File: config.mk
export PLATFORM = sky130hd
export DESIGN_NAME = vec_issue_ctrl
export DESIGN_NICKNAME = d
export VERILOG_FILES = /design/src/rtl/vic_pkg.sv /design/src/rtl/vic_conflict.sv /design/src/rtl/vic_unit_track.sv /design/src/rtl/vic_vlen.sv /design/src/rtl/vec_issue_ctrl.sv
export SDC_FILE = /design/constraint.sdc
export NUM_CORES = 1
export LEC_CHECK = 0
export BUFFER_PORTS_ARGS = -buffer_cell sky130_fd_sc_hd__buf_2
export CAP_MARGIN = 20
export CORE_ASPECT_RATIO = 1.5
export CORE_MARGIN = 2
export CORE_UTILIZATION = 35
export CTS_BUF_LIST = sky130_fd_sc_hd__clkbuf_8
export DETAILED_ROUTE_END_ITERATION = 6
export PLACE_DENSITY = 0.7
export SLEW_MARGIN = 20
export SYNTH_ARGS = -nofsm -noshare
export SYNTH_HDL_FRONTEND = slang
export SYNTH_SLANG_ARGS = --single-unit
File: constraint.sdc
create_clock -name clk -period 6.05 [get_ports clk]
set_clock_uncertainty 0.05 [all_clocks]
set_input_delay 0.3025 -clock clk [delete_from_list [all_inputs] [get_ports clk]]
set_output_delay 0.3025 -clock clk [all_outputs]
set_load 0.01 [all_outputs]
File: src/rtl/vic_pkg.sv
package vic_pkg;
    localparam int NUM_UNITS = 3;
    localparam int UNIT_W    = 2;
    localparam int REG_W     = 4;

    localparam int F_UNIT_LO = 43;
    localparam int F_DIV     = 45;

    typedef enum logic [UNIT_W-1:0] {
        U_ADD = 2'd0,
        U_MUL = 2'd1,
        U_AMK = 2'd2,
        U_ALT = 2'd3
    } unit_code_e;

    typedef struct packed {
        logic [REG_W-1:0] dst;
        logic [REG_W-1:0] srca;
        logic [REG_W-1:0] srcb;
        logic             use_d;
        logic             use_a;
        logic             use_b;
    } regset_t;

    function automatic regset_t get_regs(input logic [31:0] cw);
        regset_t r;
        r.dst   = cw[3:0];
        r.srca  = cw[7:4];
        r.srcb  = cw[11:8];
        r.use_d = cw[12];
        r.use_a = cw[13];
        r.use_b = cw[14];
        return r;
    endfunction

    function automatic logic [UNIT_W-1:0] unit_index(input logic [UNIT_W-1:0] code);
        return (unit_code_e'(code) == U_ALT) ? UNIT_W'(U_ADD) : code;
    endfunction
endpackage

File: src/rtl/vic_conflict.sv
module vic_conflict
    import vic_pkg::*;
#(
    parameter int N_ACT = 9
) (
    input  regset_t                need,
    input  logic [N_ACT*REG_W-1:0] act_addr,
    input  logic [N_ACT-1:0]       act_vld,
    output logic                   conflict
);
    logic [N_ACT-1:0] hit;

    for (genvar g = 0; g < N_ACT; g++) begin : g_slot
        logic [REG_W-1:0] slot;
        assign slot   = act_addr[g*REG_W +: REG_W];
        assign hit[g] = act_vld[g] &&
                        ((need.use_d && slot == need.dst)  ||
                         (need.use_a && slot == need.srca) ||
                         (need.use_b && slot == need.srcb));
    end

    assign conflict = |hit;
endmodule

File: src/rtl/vic_unit_track.sv
module vic_unit_track
    import vic_pkg::*;
(
    input  logic                 clk,
    input  logic                 rst_n,
    input  logic                 issue_fire,
    input  logic [UNIT_W-1:0]    issue_unit,
    input  logic                 issue_div,
    input  logic [NUM_UNITS-1:0] unit_done,
    output logic [NUM_UNITS-1:0] unit_busy,
    output logic                 div_block
);
    typedef struct packed {
        logic [NUM_UNITS-1:0] busy;
        logic                 div;
        logic [UNIT_W-1:0]    div_unit;
    } trk_t;

    trk_t trk_d, trk_q;

    always_comb begin
        logic [NUM_UNITS-1:0] fin;
        trk_d = trk_q;
        fin   = unit_done & trk_q.busy;
        if (trk_q.div && fin[trk_q.div_unit]) begin
            trk_d.div = 1'b0;
        end
        trk_d.busy = trk_q.busy & ~fin;
        if (issue_fire) begin
            trk_d.busy[issue_unit] = 1'b1;
            if (issue_div) begin
                trk_d.div      = 1'b1;
                trk_d.div_unit = issue_unit;
            end
        end
    end

    always_ff @(posedge clk) begin
        if (!rst_n) begin
            trk_q <= '0;
        end else begin
            trk_q <= trk_d;
        end
    end

    assign unit_busy = trk_q.busy;
    assign div_block = trk_q.div;

    assert_no_busy_issue_R8: assert property (@(posedge clk) disable iff (!rst_n)
        issue_fire |-> !trk_q.busy[issue_unit]);

    assert_busy_after_issue_R8: assert property (@(posedge clk) disable iff (!rst_n)
        issue_fire |=> trk_q.busy[$past(issue_unit)]);

    assert_div_holds_issue_R7: assert property (@(posedge clk) disable iff (!rst_n)
        trk_q.div |-> !issue_fire);
endmodule

File: src/rtl/vic_vlen.sv
module vic_vlen #(
    parameter int VL_W     = 7,
    parameter int VL_RESET = 64
) (
    input  logic            clk,
    input  logic            rst_n,
    input  logic            we,
    input  logic [VL_W-1:0] wdata,
    output logic [VL_W-1:0] cur
);
    logic [VL_W-1:0] vl_d, vl_q;

    always_comb begin
        vl_d = we ? wdata : vl_q;
    end

    always_ff @(posedge clk) begin
        if (!rst_n) begin
            vl_q <= VL_W'(VL_RESET);
        end else begin
            vl_q <= vl_d;
        end
    end

    assign cur = vl_d;

    assert_vl_write_lands_R6: assert property (@(posedge clk) disable iff (!rst_n)
        we |=> (vl_q == $past(wdata)));
endmodule

File: src/rtl/vec_issue_ctrl.sv
module vec_issue_ctrl
    import vic_pkg::*;
#(
    parameter int PORTS_PER_UNIT = 3,
    parameter int SCALAR_W       = 64,
    parameter int VL_W           = 7,
    parameter int VL_RESET       = 64,
    localparam int N_ACT         = NUM_UNITS * PORTS_PER_UNIT
) (
    input  logic                   clk,
    input  logic                   rst_n,
    input  logic                   in_valid,
    output logic                   in_ready,
    input  logic [63:0]            in_insn,
    input  logic [SCALAR_W-1:0]    in_scalar,
    input  logic [N_ACT*REG_W-1:0] act_addr,
    input  logic [N_ACT-1:0]       act_vld,
    input  logic [NUM_UNITS-1:0]   unit_done,
    input  logic                   vl_we,
    input  logic [VL_W-1:0]        vl_wdata,
    output logic [NUM_UNITS-1:0]   iss_valid,
    output logic [7:0]             iss_opcode,
    output logic [2:0]             iss_ctype,
    output logic [31:0]            iss_ctrl,
    output logic [SCALAR_W-1:0]    iss_scalar,
    output logic [VL_W-1:0]        iss_vlen,
    output logic                   iss_div
);
    typedef struct packed {
        logic [NUM_UNITS-1:0] valid;
        logic [7:0]           opcode;
        logic [2:0]           ctype;
        logic [31:0]          ctrl;
        logic [SCALAR_W-1:0]  scalar;
        logic [VL_W-1:0]      vlen;
        logic                 div;
    } out_t;

    out_t out_d, out_q;

    logic                 conflict;
    logic [NUM_UNITS-1:0] unit_busy;
    logic                 div_block;
    logic [VL_W-1:0]      vl_now;
    logic [UNIT_W-1:0]    sel_unit;
    logic                 is_div;
    logic                 fire;
    regset_t              need;

    assign need     = get_regs(in_insn[31:0]);
    assign sel_unit = unit_index(in_insn[F_UNIT_LO +: UNIT_W]);
    assign is_div   = in_insn[F_DIV];

    vic_conflict #(.N_ACT(N_ACT)) u_conflict (
        .need     (need),
        .act_addr (act_addr),
        .act_vld  (act_vld),
        .conflict (conflict)
    );

    vic_unit_track u_track (
        .clk        (clk),
        .rst_n      (rst_n),
        .issue_fire (fire),
        .issue_unit (sel_unit),
        .issue_div  (is_div),
        .unit_done  (unit_done),
        .unit_busy  (unit_busy),
        .div_block  (div_block)
    );

    vic_vlen #(.VL_W(VL_W), .VL_RESET(VL_RESET)) u_vlen (
        .clk   (clk),
        .rst_n (rst_n),
        .we    (vl_we),
        .wdata (vl_wdata),
        .cur   (vl_now)
    );

    assign fire     = in_valid && !conflict && !unit_busy[sel_unit] && !div_block;
    assign in_ready = fire;

    always_comb begin
        out_d       = out_q;
        out_d.valid = '0;
        if (fire) begin
            out_d.valid  = NUM_UNITS'(1) << sel_unit;
            out_d.opcode = in_insn[39:32];
            out_d.ctype  = in_insn[42:40];
            out_d.ctrl   = in_insn[31:0];
            out_d.scalar = in_scalar;
            out_d.vlen   = vl_now;
            out_d.div    = is_div;
        end
    end

    always_ff @(posedge clk) begin
        if (!rst_n) begin
            out_q <= '0;
        end else begin
            out_q <= out_d;
        end
    end

    assign iss_valid  = out_q.valid;
    assign iss_opcode = out_q.opcode;
    assign iss_ctype  = out_q.ctype;
    assign iss_ctrl   = out_q.ctrl;
    assign iss_scalar = out_q.scalar;
    assign iss_vlen   = out_q.vlen;
    assign iss_div    = out_q.div;

    assert_ready_clear_of_conflict_R1: assert property (@(posedge clk) disable iff (!rst_n)
        in_ready |-> !conflict);

    assert_single_target_R3: assert property (@(posedge clk) disable iff (!rst_n)
        $onehot0(iss_valid));

    assert_pulse_after_ready_R4: assert property (@(posedge clk) disable iff (!rst_n)
        in_ready |=> (iss_valid != '0));

    assert_quiet_without_ready_R4: assert property (@(posedge clk) disable iff (!rst_n)
        !in_ready |=> (iss_valid == '0));

    assert_vlen_snapshot_held_R5: assert property (@(posedge clk) disable iff (!rst_n)
        !in_ready |=> $stable(iss_vlen));
endmodule

# Yosys cells after proc, flatten, opt, wreduce, memory -nomap -nowiden
# Index checks and enable logic that the tools add are counted.
# Widths: inputs -> output; s select.
# op_classes
n_lt_le_gt_ge,3
n_eq_ne,28
n_shift,1
n_mux,11
bitwise,4
n_reduce_logical,65
# op_table
cell,count
$eq 4x4->1,27
$logic_and 1x1->1,41
$logic_or 1x1->1,18
$reduce_or 9->1,1
$mux 7,1
$and 3x3->3,2
$lt 2x3->1 const B,2
$mux 6,1
$bmux 1 s2,2
$mux 1,4
$reduce_and 2->1,2
$logic_not 1->1,3
$mux 3,1
$not 3->3,1
$or 3x3->3,1
$shl 1x2->3 const A,1
$demux 1 s2,1
$eq 2x2->1 const B,1
$ge 2x1->1 const B,1
$mux 2,1
# word_totals
regBits,131
out_inout_bits,119
elab_cells,123

# Logic depth before layout (Yosys ltp)
# Gate-level depths: netlist of the first run.
# depth
depth_word,11
mapped_depth,12

# Modules after synthesis
# Synthesis of the first run repeated with hierarchy kept, for this count alone.
# unflattened
cells_unflattened,756
area_unflattened_um2,6721.4
# modules_own_cells
mod,n_inst,cells_per_inst,area_each_um2,seq_area_each_um2
vec_issue_ctrl,1,514,4682.0,2362.3
vic_conflict,1,186,1447.6,0.0
vic_vlen,1,23,304.0,140.1
vic_unit_track,1,33,287.8,120.1

# Least setup slack after synthesis of the first run
# Ideal clock, no wire load.
# synth_timing
path_kind,input port to flip-flop
startpoint,in in_insn[44]
endpoint,"reg out_q, in the netlist iss_ctrl[12]"
setup_time_ps,72
t_arrival_ps,2412
t_required_ps,5928
slack_ps,3516
cell_stages,12
path_buffers,3
path_cell_list,inv_1 -> ha_1 -> nor2b_1 -> a21oi_1 -> o21ai_1 -> or4_4 -> nor3_4 -> and3_1 -> buf_4 -> buf_12 -> buf_12 -> mux2i_1
# synth_between
elab_chain_cells,7
# synth_rtl
item,line_no,source
start: declaration,vec_issue_ctrl.sv:14,"input logic [63:0] in_insn,"
$eq 2x2->1,vic_pkg.sv:37,return (unit_code_e'(code) == U_ALT) ? UNIT_W'(U_ADD) : code;
$mux 2,vic_pkg.sv:37,
via sel_unit[0],vec_issue_ctrl.sv:45,logic [UNIT_W-1:0] sel_unit;
$bmux 1 s2,vec_issue_ctrl.sv:80,assign fire = in_valid && !conflict && !unit_busy[sel_unit] && !div_block;
$mux 1 (not written as such),vec_issue_ctrl.sv:80,
$logic_not 1->1,vec_issue_ctrl.sv:80,
$logic_and 1x1->1 (2 in series),vec_issue_ctrl.sv:80,
end signal: assignment,vec_issue_ctrl.sv:101,out_q <= out_d;
end: declaration,vec_issue_ctrl.sv:39,"out_t out_d, out_q;"
# The timed path passes the listed nets, and every way through them passes these cells. The select of a mux whose other input is x is not followed.
# A chain may end at the register's enable or synchronous reset.

# Worst setup path after layout of the first run
# layout_timing
startpoint,in in_insn[44]
endpoint,out in_ready
# layout_between
elab_chain_cells,7
# layout_rtl
item,line_no,source
$eq 2x2->1,vic_pkg.sv:37,
$mux 2,vic_pkg.sv:37,
via sel_unit[0],vec_issue_ctrl.sv:45,
$bmux 1 s2,vec_issue_ctrl.sv:80,
$mux 1 (not written as such),vec_issue_ctrl.sv:80,
$logic_not 1->1,vec_issue_ctrl.sv:80,
$logic_and 1x1->1 (2 in series),vec_issue_ctrl.sv:80,
end: declaration,vec_issue_ctrl.sv:13,"output logic in_ready,"
# The timed path passes the listed nets, and every way through them passes these cells. The select of a mux whose other input is x is not followed.

==> results.toml, run 1 <==
[status]
status = "finished, final reports clean"

[critical_path]
cp.arrival_ps = 3030
worstSetupEndpointType = "output pin"
crit_path_start_kind = "input port"
crit_type = "in2out"
worstPathRequired_ps = 5700
path_max_fanout = 50

[final_layout]
area_growth_pct = 27.0
sequential_cell_area_um2 = 2620
final_cell_mix = "buf_2 (286), nand2_1 (232), dfxtp_1 (131)"
layout_commonest_cell = "buf_2"
nets = 1199
fillers = 1881
drive_gt1_frac = 0.322
multi_input_area_um2 = 3640

[timing]
rsz0062_at_grt = "false"
tightestPinTransition_ps = 799
tns_ps = 0
finalCriticalPeriod_ps = 3380
slew_headroom = 0.467
fmax_mhz = 296
hold_viol = 0
finalSetupViolCount = 0
slew_violations = 0
period_share = 0.559
worst_hold_slack_ps = 60.9

[clocking]
worstSkewPairLatency_ps = 420
cts-root-buf = "clkbuf_8"
cts_tree = "built"
ctsHoldBuffers = 0
post-cts-setup-buffer-count = 0
post_cts_resized = 0
numCtsBuffers = 17
clk_pin_slew_ps = 80
cts_sinks = 131
htree_levels = 4
cts.path.max_buffers = 2

[job]
cap_violations = 0

[power_and_ir_drop]
combPwrFrac = 0.254
peakVddDrop_uv = 159
pwr-share-seq = 0.430
internal-power_mw = 1.63
p_leak_nw = 4.02
p_per_area_nw_per_um2 = 275
pwr-share-clk = 0.316
sw_frac_of_total = 0.303
p_sw_uw = 707

[synthesis]
synthArstFlopShare = 0
yosys_warnings = 0
synth_seq_area_share = 0.392
synth_top_area_share = 0.392
yosys.area.top_type = "dfxtp_1"
syn_inst = 755
syn_area_um2 = 6690
ys_ff_latch = 131
synth_nets = 944
synth_area_leaders = "dfxtp_1 (39%), mux2i_1 (18%), nand2_1 (13%)"
postSynthAreaPerCell_um2 = 8.86
synth_edf_count = 0
ys.flop_type = "dfxtp_1"
synth_cell_types = 33

[floorplanning]
num_rows = 61
die_y_um = 173
core_area_um2 = 18600
initial_utilization = 0.359
fp.dieW_um = 117
die-area_um2 = 20200
io_pins = 306

[global_routing]
grt_max_degree = 88
grt_overflow = 0
antenna_found_initial = 5
grt_pass1_vias = 5681
grt_pass1_wl_um = 28300
grt_use_total = 0.179

[route]
postRouteAntennaNets = 0
remaining_drc_errors = 0
via_count = 6016
wl_met2_um = 9450
wl_per_cell_um = 14.5
drtPass1Iterations = 4
top_layer = "met5"
wl_met1_um = 7150
wl_met3_um = 1180
initialDrtViolationCount = 321
drt-vias-per-instance = 4.71
totalWireLength_um = 18500

[placement]
gp_congestion = 0.919
io_buffers = 287
hpwl_um = 13800

[min_path]
hold_class = "in2reg"
## through the flow
step	instances	power (mW)	worst slack [ps]	area (um^2)	utilization
floorplan	755	1.45	3520	6690	-
global placement	1243	1.61	2330	8080	0.434
detailed placement	1243	1.62	2250	8080	0.434
CTS	1275	2.38	2450	8480	0.455
global route	1277	2.48	2460	8490	0.456
finish	1278	2.34	2670	8490	0.456
## sequential cells by signal (all words and copies together), names as in the netlist
register,flops
iss_ctrl,32
iss_ctype,3
iss_div,1
iss_opcode,8
iss_scalar,64
iss_valid,3
iss_vlen,7
u_track.div_block,1
u_track.trk_q,2
u_track.unit_busy,3
u_vlen.vl_q,7
## final cells by class
class	count	area share
diodes	3	0.000884
inverters	3	0.00133
clock inverters	11	0.0131
well taps	252	0.0371
flip-flops and latches	131	0.309
clock buffers	21	0.0340
multi-input cells	565	0.429
repair buffers	292	0.176
## cell families (layout without fill, tap and decap cells)
family,count (synthesis),count (layout),synth area share
flip-flops,131,131,0.392
other,0,3,0
XOR/XNOR,108,108,0.141
AND/OR/NAND/NOR,318,318,0.205
AO/OA/AOI/OAI,20,20,0.0174
buffers and inverters,59,327,0.0647
multiplexers,117,117,0.175
adder cells (fa/ha/maj),2,2,0.00374
## worst paths after layout
check,slack (ps),cells past startpoint,start,to
setup reg to reg,2980,8,u_track.div_block$_SDFF_PN0_,iss_scalar[19]$_SDFFE_PN0P_
setup / recovery,2670,10,in_insn[44],in_ready
hold reg to reg,400,2,iss_opcode[1]$_SDFFE_PN0P_,iss_opcode[1]$_SDFFE_PN0P_
hold / removal,60,3,in_insn[16],iss_ctrl[16]$_SDFFE_PN0P_
## routing by layer
| layer | track usage | up-vias |
|---|---|---|
| li1 | - | 3009 |
| met1 | 0.193 | 2715 |
| met2 | 0.310 | 236 |
| met3 | 0.0472 | 54 |
| met4 | 0.0966 | 2 |
| met5 | 0 | - |
## critical path: stages
cell     delay (ps)
buf_2            90
inv_1            40
ha_1            260
nor2b_1         180
a21oi_1         140
o21ai_1         100
or4_4           530
nor3_4          330
and3_4          790
buf_2           260
## synthesized netlist by cell type (2+ instances only)
| cell | number |
|---|---|
| nand2_1 | 232 |
| dfxtp_1 | 131 |
| mux2i_1 | 117 |
| xor2_1 | 75 |
| nand4_1 | 34 |
| xnor2_1 | 33 |
| clkbuf_1 | 29 |
| nor3_1 | 23 |
| buf_4 | 15 |
| nor2_1 | 10 |
| o21ai_0 | 10 |
| buf_12 | 9 |
| nand3_1 | 8 |
| a21oi_1 | 3 |
| a31o_2 | 3 |
| nor4_1 | 3 |
| and3_1 | 2 |
| ha_1 | 2 |
| inv_1 | 2 |
## power groups by stage
stage / clock, mW / combinational [mW] / sequential, mW
floorplan: 0 / 0.375 / 1.07
global placement: 0 / 0.589 / 1.02
detailed placement: 0 / 0.597 / 1.02
CTS: 0.773 / 0.599 / 1.00
global route: 0.820 / 0.645 / 1.02
finish: 0.738 / 0.593 / 1.00
Note: power is estimated with default switching activity, not from simulation.
==> inputs of run 2 (changes only) <==
--- a/config.mk
+++ b/config.mk
@@ -12,7 +12,7 @@
 export CORE_UTILIZATION = 35
 export CTS_BUF_LIST = sky130_fd_sc_hd__clkbuf_8
 export DETAILED_ROUTE_END_ITERATION = 6
-export PLACE_DENSITY = 0.7
+export PLACE_DENSITY = 0.72
 export SLEW_MARGIN = 20
 export SYNTH_ARGS = -nofsm -noshare
 export SYNTH_HDL_FRONTEND = slang
==> constraint.sdc (replaced) <==
create_clock -name clk -period 2.9 [get_ports clk]
set_clock_uncertainty 0.05 [all_clocks]
set_input_delay 0.145 -clock clk [delete_from_list [all_inputs] [get_ports clk]]
set_output_delay 0.145 -clock clk [all_outputs]
set_load 0.01 [all_outputs]
==> results.toml, run 2 (synthesis gave the netlist of run 1 again) <==
[status]
status = "finished, final reports clean"

[critical_path]
cpMaxStageDelayCell = "or4_4"
path_cells = "nand2b_1, a21oi_1, o21ai_1, or4_4, nor3_4, and3_4, buf_12, buf_2"
critPathBufInv = 2
path_max_fanout = 43
crit_type = "reg2out"
crit_family = "simple AND/OR/NAND/NOR gates"
crit_path_start_kind = "flop"
worstSetupEndpointType = "output pin"
cp.arrival_ps = 2460
slowest_delay_ps = 530
worstPathRequired_ps = 2710

[global_routing]
grt_overflow = 0
grt-busiest-layer = "met2"
grt_pass1_vias = 6523
antenna_found_initial = 2
grt_max_degree = 102
grtUsageMet3 = 0.0416
grt_use_total = 0.198
grt_pass1_wl_um = 31600
use_met2 = 0.355
use_met1 = 0.213

[timing]
hold_viol = 0
rsz0062_at_grt = "false"
slew_headroom = 0.612
tightestPinTransition_ps = 582
tns_ps = 0
finalCriticalPeriod_ps = 2650
period_share = 0.914
slew_violations = 0
fmax_mhz = 377
finalSetupViolCount = 0
worst_hold_slack_ps = 40.5

[route]
postRouteAntennaNets = 0
wl_per_cell_um = 15.0
drtPass1Iterations = 5
initialDrtViolationCount = 314
via_count = 6450
drt-vias-per-instance = 4.67
totalWireLength_um = 20700
remaining_drc_errors = 0

[final_layout]
final_cell_mix = "buf_2 (286), nand2_1 (232), dfxtp_1 (131)"
fin_util = 0.512
nets = 1307
drive_gt1_frac = 0.293
final_area_um2 = 9530
area_growth_pct = 42.5
layout_commonest_cell = "buf_2"
largest_register_ffs = 64

[floorplanning]
fp.dieW_um = 117
io_pins = 306
die-area_um2 = 20200
core_area_um2 = 18600
initial_utilization = 0.359
die_y_um = 173
num_rows = 61

[clocking]
post_cts_resized = 0
clk_pin_slew_ps = 80
cts-root-buf = "clkbuf_8"
htree_levels = 4
cts_sinks = 131
cts_tree = "built"
cts.path.max_buffers = 2
worstSkewPairLatency_ps = 420
post-cts-setup-buffer-count = 0
numCtsBuffers = 17

[job]
cap_violations = 0

[power_and_ir_drop]
p_per_area_nw_per_um2 = 511
p_total_mw = 4.87
p_leak_nw = 4.46
peakVddDrop_uv = 261

[placement]
gp_congestion = 0.906
hpwl_um = 14100
dpl_cell_area_um2 = 8170
io_buffers = 287

[min_path]
hold_class = "in2reg"
-- run 2: area by class of cell --
cell class	count	area, um^2
fillers	1760	9090
diodes	2	5.00
clock buffers	19	262
inverters	3	11.3
well taps	252	315
clock inverters	9	70.1
repair buffers	400	2610
multi-input cells	565	3640
flip-flops and latches	131	2620
-- run 2: repair_timing --
| item | CTS | global route |
|---|---|---|
| endpoints found under the hold margin | 102 | 0 |
| endpoints found under the setup margin | 0 | 0 |
| hold buffers | 102 | 0 |
-- run 2: final timing paths --
kind                                startpoint                           end  slack [ps]  cells past startpoint
hold / removal                     in_insn[12]     iss_ctrl[12]$_SDFFE_PN0P_          40                      3
setup reg to reg  u_track.div_block$_SDFF_PN0_     iss_ctrl[16]$_SDFFE_PN0P_         540                      9
hold reg to reg   u_track.div_block$_SDFF_PN0_  u_track.div_block$_SDFF_PN0_         400                      2
setup / recovery  u_track.div_block$_SDFF_PN0_                      in_ready         250                      8
-- run 2: tightest hold or removal path: cells and delay by family --
kind	cells	cell delay [ps]
buffers and inverters	1	180
AND/OR/NAND/NOR	1	80
multiplexers	1	60
-- run 2: where the power goes --
group / total, mW / internal, mW / leakage [nW] / switching (mW)
Combinational: 1.41 / 0.673 / 3.20 / 0.734
Sequential: 2.10 / 2.01 / 1.07 / 0.0970
Clock: 1.36 / 0.690 / 0.186 / 0.670
-- run 2: layer usage --
layer / vias up / share of wire / wire (um)
li1: 3220 / - / -
met1: 2926 / 0.39 / 8050
met2: 241 / 0.52 / 10700
met3: 63 / 0.054 / 1110
met4: 0 / 0.041 / 852
met5: - / 0 / 0
-- run 2: metrics by stage --
stage / std cells / setup slack [ps]
after floorplan: 755 / 524
after global placement: 1249 / 300
after detailed placement: 1249 / 201
after CTS: 1379 / 188
after global routing: 1380 / 89.4
final: 1381 / 248
==> inputs of run 3 (changes only) <==
--- a/config.mk
+++ b/config.mk
@@ -7,12 +7,14 @@
 export LEC_CHECK = 0
 export BUFFER_PORTS_ARGS = -buffer_cell sky130_fd_sc_hd__buf_2
 export CAP_MARGIN = 20
+export CELL_PAD_IN_SITES_DETAIL_PLACEMENT = 0
+export CELL_PAD_IN_SITES_GLOBAL_PLACEMENT = 1
 export CORE_ASPECT_RATIO = 1.5
 export CORE_MARGIN = 2
-export CORE_UTILIZATION = 35
+export CORE_UTILIZATION = 31
 export CTS_BUF_LIST = sky130_fd_sc_hd__clkbuf_8
 export DETAILED_ROUTE_END_ITERATION = 6
-export PLACE_DENSITY = 0.72
+export PLACE_DENSITY = 0.85
 export SLEW_MARGIN = 20
 export SYNTH_ARGS = -nofsm -noshare
 export SYNTH_HDL_FRONTEND = slang
==> results.toml, run 3 (synthesis gave the netlist of run 1 again) <==
[status]
status = "finished, final reports clean"

[timing]
hold_viol = 0
slew_headroom = 0.623
fmax_mhz = 364
slew_violations = 0
finalSetupViolCount = 0
finalCriticalPeriod_ps = 2750
tightestPinTransition_ps = 566
period_share = 0.947
rsz0062_at_grt = "false"
tns_ps = 0

[power_and_ir_drop]
p_per_area_nw_per_um2 = 542
sw_frac_of_total = 0.300
combPwrFrac = 0.267
peakVddDrop_uv = 254
pwr-share-seq = 0.399
internal-power_mw = 3.68
p_leak_nw = 4.51
p_sw_mw = 1.58
pwr-share-clk = 0.334

[clocking]
cts_tree = "built"
cts_sinks = 131
post-cts-setup-buffer-count = 0
cts-root-buf = "clkbuf_8"
cts.path.max_buffers = 2
htree_levels = 4
worstSkewPairLatency_ps = 440
clk_pin_slew_ps = 80
numCtsBuffers = 17

[global_routing]
grt_use_total = 0.173
grt_overflow = 0
grt_max_degree = 137
grt_pass1_vias = 6274
antenna_found_initial = 1
grt_pass1_wl_um = 30900

[floorplanning]
num_rows = 65
die_y_um = 184
io_pins = 306
fp.dieW_um = 124
core_area_um2 = 21100
initial_utilization = 0.316
die-area_um2 = 22800

[final_layout]
largest_register_ffs = 64
fillers = 1991
nets = 1310
layout_commonest_cell = "buf_2"
final_cell_mix = "buf_2 (285), nand2_1 (232), dfxtp_1 (131)"
n_antenna_cell = 0
area_growth_pct = 45.1
drive_gt1_frac = 0.295
layoutNonFillerInstCount = 1402

[critical_path]
path_cells = "nand2b_1, a21oi_1, o21ai_1, or4_4, nor3_4, and3_4, buf_12, a31o_2, dlygate4sd3_1"
crit_family = "simple AND/OR/NAND/NOR gates"
crit_start = "u_track.div_block$_SDFF_PN0_"
worstPathRequired_ps = 3230
ff2ff_setup_slack_ps = 150
crit_path_start_kind = "flop"
worstSetupEndpointType = "flop"
worstSetupPathDepth = 9
r2r_end = "u_track.unit_busy[0]$_SDFF_PN0_"
crit_type = "reg2reg"
path_max_fanout = 41
cp.arrival_ps = 3070
slowest_delay_ps = 530
crit_end = "u_track.unit_busy[0]$_SDFF_PN0_"
timing.rr.start = "u_track.div_block$_SDFF_PN0_"
ff2ff_path_depth = 9
cpMaxStageDelayCell = "or4_4"
critPathBufInv = 2

[route]
postRouteAntennaNets = 0
initialDrtViolationCount = 263
drtPass1Iterations = 4
drt-vias-per-instance = 4.56
totalWireLength_um = 20600
wl_per_cell_um = 14.7
remaining_drc_errors = 0
via_count = 6397

[job]
cap_violations = 0

[placement]
gp_congestion = 0.860
numPlacedInstances = 1263
hpwl_um = 14200
io_buffers = 287

[min_path]
hold_class = "in2reg"
-- run 3: worst min path at each step --
stage                             endpoint    startpoint  cells past startpoint
2_1_floorplan    iss_ctrl[15]$_SDFFE_PN0P_   in_insn[15]                      2
3_3_place_gp     iss_ctrl[22]$_SDFFE_PN0P_   in_insn[22]                      3
3_5_place_dp    iss_scalar[0]$_SDFFE_PN0P_  in_scalar[0]                      3
4_1_cts         iss_scalar[9]$_SDFFE_PN0P_         rst_n                      3
5_1_grt           iss_ctrl[1]$_SDFFE_PN0P_    in_insn[1]                      3
6_report       iss_scalar[15]$_SDFFE_PN0P_         rst_n                      3
-- run 3: final cells by class --
class,count,area (um^2),share of cell area
Tap cell,268,335,0.0346
Timing Repair Buffer,403,2650,0.273
Multi-Input combinational cell,565,3640,0.375
Inverter,3,11.3,0.00116
Sequential cell,131,2620,0.270
Clock buffer,20,275,0.0284
Clock inverter,12,178,0.0183
-- run 3: routing by layer --
| metal | track usage | routed length, um | vias up |
|---|---|---|---|
| met5 | 0 | 13 | - |
| met4 | 0.0863 | 659 | 2 |
| met3 | 0.0357 | 1040 | 44 |
| met2 | 0.319 | 10800 | 220 |
| met1 | 0.182 | 8180 | 2904 |
| li1 | - | - | 3227 |
-- run 3: what timing repair did --
item / CTS / global route
hold buffers: 107 / 0
hold endpoints to repair: 105 / 0
setup endpoints to repair: 0 / 1
gates resized for setup: 0 / 2
-- run 3: power by group through the flow --
stage                     sequential (mW)  combinational (mW)  clock (mW)
after CTS                            2.10                1.40        1.83
after global routing                 2.13                1.52        1.90
after floorplan                      2.23               0.783           0
final                                2.10                1.40        1.76
after global placement               2.13                1.26           0
after detailed placement             2.14                1.28           0
-- run 3: metrics by stage --
step / util / power, mW / setup WS (ps) / hold slack [ps] / instance area (um^2)
after global placement: 0.386 / 3.39 / 300 / 342 / 8170
after floorplan: - / 3.02 / 524 / 237 / 6690
after CTS: 0.458 / 5.33 / 74.8 / 17.0 / 9690
final: 0.459 / 5.26 / 154 / 53.8 / 9700
after global routing: 0.459 / 5.55 / 15.5 / 34.0 / 9700
after detailed placement: 0.386 / 3.42 / 238 / 349 / 8170
-- run 3: worst register-to-register path, cell delays in order (launching register included) --
cell and delay [ps]:
dfxtp_1 310, nand2b_1 130, a21oi_1 110, o21ai_1 90
or4_4 530, nor3_4 140, and3_4 310, buf_12 280
a31o_2 210, dlygate4sd3_1 530
